File: config.mk
export PLATFORM = sky130hd
export DESIGN_NAME = peak_hold_pwm
export DESIGN_NICKNAME = d
export VERILOG_FILES = /design/src/rtl/peak_hold_pwm.sv
export SDC_FILE = /design/constraint.sdc
export NUM_CORES = 1
export LEC_CHECK = 0
export ABC_AREA = 0
export BUFFER_PORTS_ARGS = -buffer_cell sky130_fd_sc_hd__buf_2
export CORE_ASPECT_RATIO = 0.5
export CORE_UTILIZATION = 50
export DETAILED_ROUTE_END_ITERATION = 7
export PLACE_DENSITY = 0.74
export SLEW_MARGIN = 40
export SYNTH_ARGS = -nofsm -noshare
export SYNTH_HDL_FRONTEND = slang
export SYNTH_SLANG_ARGS = --single-unit
File: constraint.sdc
create_clock -name clk -period 2.5 [get_ports clk]
set_input_delay 0.125 -clock clk [delete_from_list [all_inputs] [get_ports clk]]
set_output_delay 0.125 -clock clk [all_outputs]
set_load 0.005 [all_outputs]
File: src/rtl/peak_hold_pwm.sv
`timescale 1ns/1ps
module peak_hold_pwm #(
  parameter int READY_CYCLES = 12500,
  parameter int PEAK_CYCLES  = 312500,
  parameter int BLANK_CYCLES = 2,
  parameter int DEAD_CYCLES  = 1,
  parameter int DUTY_BITS    = 8
) (
  input  logic                 clk,
  input  logic                 rst_n,
  input  logic                 cmd,
  input  logic                 cmp_in,
  input  logic [DUTY_BITS-1:0] peak_cfg,
  input  logic [DUTY_BITS-1:0] hold_cfg,
  output logic                 ready,
  output logic                 in_hold,
  output logic                 hs_gate,
  output logic                 ls_gate,
  output logic [DUTY_BITS-1:0] ref_code
);
  localparam int RW = $clog2(READY_CYCLES + 1);
  localparam int TW = $clog2(PEAK_CYCLES + 1);
  localparam int DW = $clog2(DEAD_CYCLES + 1);
  localparam logic [DUTY_BITS:0] IGNORE_END = (DUTY_BITS+1)'(DEAD_CYCLES + BLANK_CYCLES);

  typedef enum logic [1:0] {PH_IDLE, PH_PEAK, PH_HOLD} phase_t;

  phase_t               phase;
  logic [RW-1:0]        rcnt;
  logic [TW-1:0]        tcnt;
  logic [DUTY_BITS-1:0] pcnt;
  logic [DW-1:0]        dcnt;
  logic                 cmp_m, cmp_s, chopped, side;
  logic                 en, in_pulse, blank_done, want_hs;

  assign en         = cmd & ready;
  assign in_hold    = (phase == PH_HOLD);
  assign ref_code   = in_hold ? hold_cfg : peak_cfg;
  assign in_pulse   = pcnt < ref_code;
  assign blank_done = {1'b0, pcnt} >= IGNORE_END;
  assign want_hs    = en & in_pulse & (~blank_done | (~cmp_s & ~chopped));
  assign hs_gate    = en & side  & (dcnt == '0);
  assign ls_gate    = en & ~side & (dcnt == '0);

  always_ff @(posedge clk or negedge rst_n)
    if (!rst_n) begin
      rcnt  <= '0;
      ready <= 1'b0;
    end else if (!ready) begin
      rcnt  <= rcnt + 1'b1;
      ready <= (rcnt == RW'(READY_CYCLES - 1));
    end

  always_ff @(posedge clk or negedge rst_n)
    if (!rst_n) begin
      phase <= PH_IDLE;
      tcnt  <= '0;
    end else if (!en) begin
      phase <= PH_IDLE;
      tcnt  <= '0;
    end else begin
      case (phase)
        PH_IDLE: begin
          phase <= PH_PEAK;
          tcnt  <= '0;
        end
        PH_PEAK:
          if (tcnt == TW'(PEAK_CYCLES - 1)) phase <= PH_HOLD;
          else tcnt <= tcnt + 1'b1;
        default: phase <= PH_HOLD;
      endcase
    end

  always_ff @(posedge clk or negedge rst_n)
    if (!rst_n) begin
      cmp_m <= 1'b0;
      cmp_s <= 1'b0;
    end else begin
      cmp_m <= cmp_in;
      cmp_s <= cmp_m;
    end

  always_ff @(posedge clk or negedge rst_n)
    if (!rst_n) begin
      pcnt    <= '0;
      chopped <= 1'b0;
    end else if (!en) begin
      pcnt    <= '0;
      chopped <= 1'b0;
    end else begin
      pcnt <= pcnt + 1'b1;
      if (&pcnt) chopped <= 1'b0;
      else if (cmp_s & blank_done & in_pulse) chopped <= 1'b1;
    end

  always_ff @(posedge clk or negedge rst_n)
    if (!rst_n) begin
      side <= 1'b0;
      dcnt <= '0;
    end else if (!en) begin
      side <= 1'b0;
      dcnt <= '0;
    end else if (want_hs != side) begin
      side <= want_hs;
      dcnt <= DW'(DEAD_CYCLES);
    end else if (dcnt != '0) begin
      dcnt <= dcnt - 1'b1;
    end
endmodule

# Yosys cells after proc, flatten, opt, wreduce, memory -nomap -nowiden
# Index checks and enable logic that the tools add are counted.
# word_totals
romBits,0
in_bits,20
n_memories,0
reg_bits,49
output_inout_bits,12
latchBits,0
word_cells,62
ram_bits,0
# op_classes
n_reduce_logical,3
addsub,4
bitwise,16
order_cmp,2
n_div,0
eq_ne,10
n_mux,17
mul,0
n_shift,0
# ops
op,count
$mux 19,2
$pmux 19 s2,1
$add 19x1->19 const B,1
$eq 19x19->1 const B,1
$mux 8,2
$add 14x1->14 const B,1
$eq 14x14->1 const B,1
$and 1x1->1,10
$mux 1,9
$add 8x1->8 const B,1
$ge 8x2->1 const B,1
$lt 8x8->1,1
$reduce_and 8->1,1
$ne 3x1->1 const B,2
$ne 3x3->1 const B,2
$not 1->1,5
$mux 2,2
$pmux 2 s2,1
$eq 2x1->1 const B,1
$eq 2x2->1 const B,1
$logic_not 2->1,1
$ne 2x1->1 const B,1
$reduce_and 2->1,1
$ne 1x1->1,1
2 further kinds,2

# Logic depth before layout (Yosys ltp)
# logic_depth
depth_word,8
ltp_mapped,11
ltp_nobuf,9

# Worst setup path before layout
# Ideal clock, no wire load.
# synth_path
path_kind,reg-to-reg
startpoint,reg phase[0]
endpoint,reg chopped
path_buffers,2
path_slack_ns,0.161
setup_ns,0.099
arrival_time_ns,2.239
path_stages_with_launch,12
t_required_ns,2.401
period_less_slack_ns,2.339
cell_sequence,dfrtp_1 buf_2 nor2b_1 buf_4 mux2_2 inv_1 ha_1 nand4_1 a211oi_1 nor3_1 a31oi_1 a311oi_1
# synth_via
elab_chain_cells,5
# synth_lines
item,line_no,text
"start, declared",28,phase_t phase;
"start signal, assigned",56,phase <= PH_IDLE;
"start signal, assigned",59,phase <= PH_IDLE;
"start signal, assigned",64,phase <= PH_PEAK;
$eq 2x2->1,37,assign in_hold = (phase == PH_HOLD);
via in_hold,16,"output logic in_hold,"
$mux 8,38,assign ref_code = in_hold ? hold_cfg : peak_cfg;
via ref_code[5],19,output logic [DUTY_BITS-1:0] ref_code
$lt 8x8->1,39,assign in_pulse = pcnt < ref_code;
$and 1x1->1,93,else if (cmp_s & blank_done & in_pulse) chopped <= 1'b1;
$ne 3x1->1 (no line),--,
"end signal, assigned",89,chopped <= 1'b0;
"end signal, assigned",92,if (&pcnt) chopped <= 1'b0;
"end signal, assigned",93,
"end, declared",33,"logic cmp_m, cmp_s, chopped, side;"
# The timed path passes the listed nets, and every way through them passes these cells.
# A chain may end at the register's enable or synchronous reset.

# Worst setup path in the final report
# layout_path
startpoint,reg phase[1]
endpoint,reg chopped
# layout_via
elab_chain_cells,5
# layout_lines
item,line_no
$eq 2x2->1,37
$mux 8,38
$lt 8x8->1,39
$and 1x1->1,93
$ne 3x1->1 (no line),--
# No other way between the ends.

==> summary.md <==
| Metric | Value |
|---|---|
| Max Cap Viol | `0` |
| Die Width | `between 100 and 150 µm` |
| Vias | `~2200` |
| WP data arrival | `approximately 2.6 ns` |
| Layout cell share with drive strength beyond 1 | `0.177` |
| Vias in the first global route | `roughly 2000` |
| Cell Pwr Density | `roughly 500 nW/µm²` |
| Worst Setup End Kind | `flip-flop` |
| Net Sw Frac | `0.202` |
| CP Data Required Time | `between 2 and 3 ns` |
| Post-synthesis sequential area ratio | `0.458` |
| Synth area leader | `dfrtp_1` |
| Synth cell count leaders | `dfrtp_1 (49), nand2_1 (26), nor2_1 (22)` |
| Max Clock Skew | `0.00897 ns` |
| Root Driver | `clkbuf_8` |
| Worst Path Max Fanout | `9` |
| Seq cells post-synth | `a little under 50` |
| Most used flip-flop cell after synthesis | `dfrtp_1` |
| Initial Util | `0.531` |
| Max_slew headroom | `0.593` |
| # nets final | `~350` |
| Leading post-synthesis cells by cell area | `dfrtp_1 (46%), xnor2_1 (4.9%), ha_1 (4.7%)` |
| Largest net degree at the start of global routing | `50` |
| Crit path kind | `reg2reg` |
| Clock power frac | `0.444` |
| Crit start category | `flip-flop` |
| PortBufs | `31` |
| Ys async rst share | `1.00` |
| Initial antenna violation count | `0` |
| Hold Fails Final Rpt | `0` |
| Mean Syn Cell Area | `about 9.6 µm²` |
| Unique cell type count in the Yosys netlist | `48` |
| YS warnings | `0` |
| Clk pin slew, worst setup/hold paths | `0.09 ns` |
| Global-route wire length before repair | `~9000 µm` |
| Placed cell area | `2890 µm²` |
| Final instance area | `~3100 µm²` |
| Minimum clock period | `~2.4 ns` |
| TritonCTS clock tree | `built` |
| CP top delay family | `compound AO/OA/AOI/OAI gates` |
| Worst Tran Pin Value | `0.610 ns` |
| RePlAce Congestion | `approximately 0.85` |
| Max VDD drop | `approximately 270 µV` |
| # diodes | `0` |
| Switching power | `roughly 0.31 mW` |
| Post-Synthesis Cells | `between 200 and 300` |
| Worst Hold Class | `in2reg` |
| Vias per inst | `roughly 5.7` |
| Final Max Tran Viols | `0` |
| CP max-delay cell | `dfrtp_1` |
| Layout area overhead | `14.5%` |
| Post-synth EDFFs | `0` |
| Fmax | `slightly above 0.4 GHz` |
| CTS Buf Count | `5` |
| Comb power frac | `0.036` |
| Routed wire length per instance | `between 10 and 15 µm` |
| Drt drc | `0` |
| Final core occ | `0.608` |
| Initial DRT Pass Iterations | `4` |
| Die height | `about 54 µm` |
| Final ANT Viol Nets | `0` |
| Die area | `between 5000 and 6000 µm²` |
| Top-area cell type share of the netlist area | `0.458` |
| WP buf/inv | `2` |
| CTS Buffer Depth | `2` |
| Gr usage total | `0.208` |
| Syn_nets | `310` |
| H-tree depth | `2` |
| Final setup viols | `0` |
| Final period util | `0.962` |
| Clk sinks | `49` |
| Internal cell power | `approximately 1.2 mW` |
| Initial DRC count | `86` |
| Syn Std Cell Area | `2680 µm²` |
| Most common cell in the synthesized netlist | `dfrtp_1` |
| # rows | `18` |
| Remaining Overflow, GRT | `0` |
| WL final | `approximately 5600 µm` |
| Core Area | `between 5000 and 6000 µm²` |
| Run status | `complete, no violations` |
| Clk_lat worst skew | `around 0.31 ns` |
| Crit-path cells | `nor2b_1 -> buf_6 -> mux2_2 -> inv_1 -> ha_1 -> a21oi_1 -> o21ai_0 -> nor3_2 -> a31oi_1 -> a311oi_1` |
| Ports | `32` |
| Worst path max stage delay | `0.39 ns` |
| Leakage | `between 1 and 1.5 nW` |
| Seq pwr share | `0.520` |
| DP HPWL | `between 3000 and 4000 µm` |
[path summary, 6_finish.rpt]
| kind | start | end | depth (start not counted) | slack (ns) |
|---|---|---|---|---|
| max | phase[1] | chopped | 10 | 0.1 |
| min | cmd | pcnt[1] | 2 | 0.12 |
| max reg2reg | phase[1] | chopped | 10 | 0.1 |
| min reg2reg | cmp_m | cmp_s | 0 | 0.37 |
| max in group asynchronous | rst_n | rcnt[6] | 2 | 1.71 |
| min in group asynchronous | rst_n | tcnt[15] | 2 | 0.35 |
[registers in the layout, indices dropped and copies added, names as in the netlist]
signal	count
tcnt	19
rcnt	14
side	1
pcnt	8
cmp_m	1
chopped	1
ready	1
phase	2
dcnt	1
cmp_s	1
[cell usage in the layout (no fill, tap or decap), types with 6 or more instances in the layout]
cell type	n
inv_1	12
nand2_1	26
buf_2	30
a21oi_1	15
and3_1	13
ha_1	10
buf_4	7
nor2_1	22
xnor2_1	15
xor2_1	6
nand3_1	18
nor3_1	7
or4_1	6
dfrtp_1	49
[through the flow]
step	setup TNS, ns	hold slack, ns	power (mW)	setup WS (ns)	std cells
after floorplan	0	-0.171	0.824	0.161	280
after global placement	0	0.235	0.862	0.170	374
after detailed placement	0	0.174	0.864	0.0855	374
after CTS	0	0.117	1.55	0.00929	384
after global routing	-0.0516	0.133	1.58	-0.0505	386
final	0	0.125	1.53	0.0960	386
[logic make-up after synthesis]
kind of cell             Yosys count  synth area share
AND/OR/NAND/NOR                  122             0.240
flip-flops                        49             0.458
AO/OA/AOI/OAI                     45             0.107
buffers and inverters             24            0.0453
XOR/XNOR                          21            0.0686
adder cells (fa/ha/maj)           10            0.0467
multiplexers                       9            0.0355
[repair_timing]
item,CTS,global route
buffers inserted,0,2
endpoints found under the setup margin,0,2
resized for setup,0,2
endpoints found under the hold margin,50,0
hold buffers,2,0
[layer usage]
layer,global-route usage,share of wire,routed length (µm),vias up
met3,0.0436,0.039,219,9
met1,0.263,0.46,2610,1055
met5,0,0,0,-
met4,0.0579,0.011,60,0
li1,-,-,-,1065
met2,0.375,0.49,2720,52
[power by group through the flow]
stage                     Clock [mW]  Combinational, mW  Sequential [mW]
after floorplan                    0             0.0145            0.810
after global placement             0             0.0515            0.810
after detailed placement           0             0.0539            0.810
after CTS                      0.695             0.0567            0.794
after global routing           0.720             0.0631            0.795
final                          0.679             0.0554            0.794
[final cells by class]
| class | count | area [µm²] |
|---|---|---|
| Multi-Input combinational cell | 207 | 1340 |
| Tap cell | 70 | 87.6 |
| Fill cell | 439 | 1980 |
| Sequential cell | 49 | 1230 |
| Timing Repair Buffer | 40 | 234 |
| Clock buffer | 5 | 68.8 |
| Clock inverter | 3 | 68.8 |
| Inverter | 12 | 45.0 |
Power figures use the tool's default switching activity.
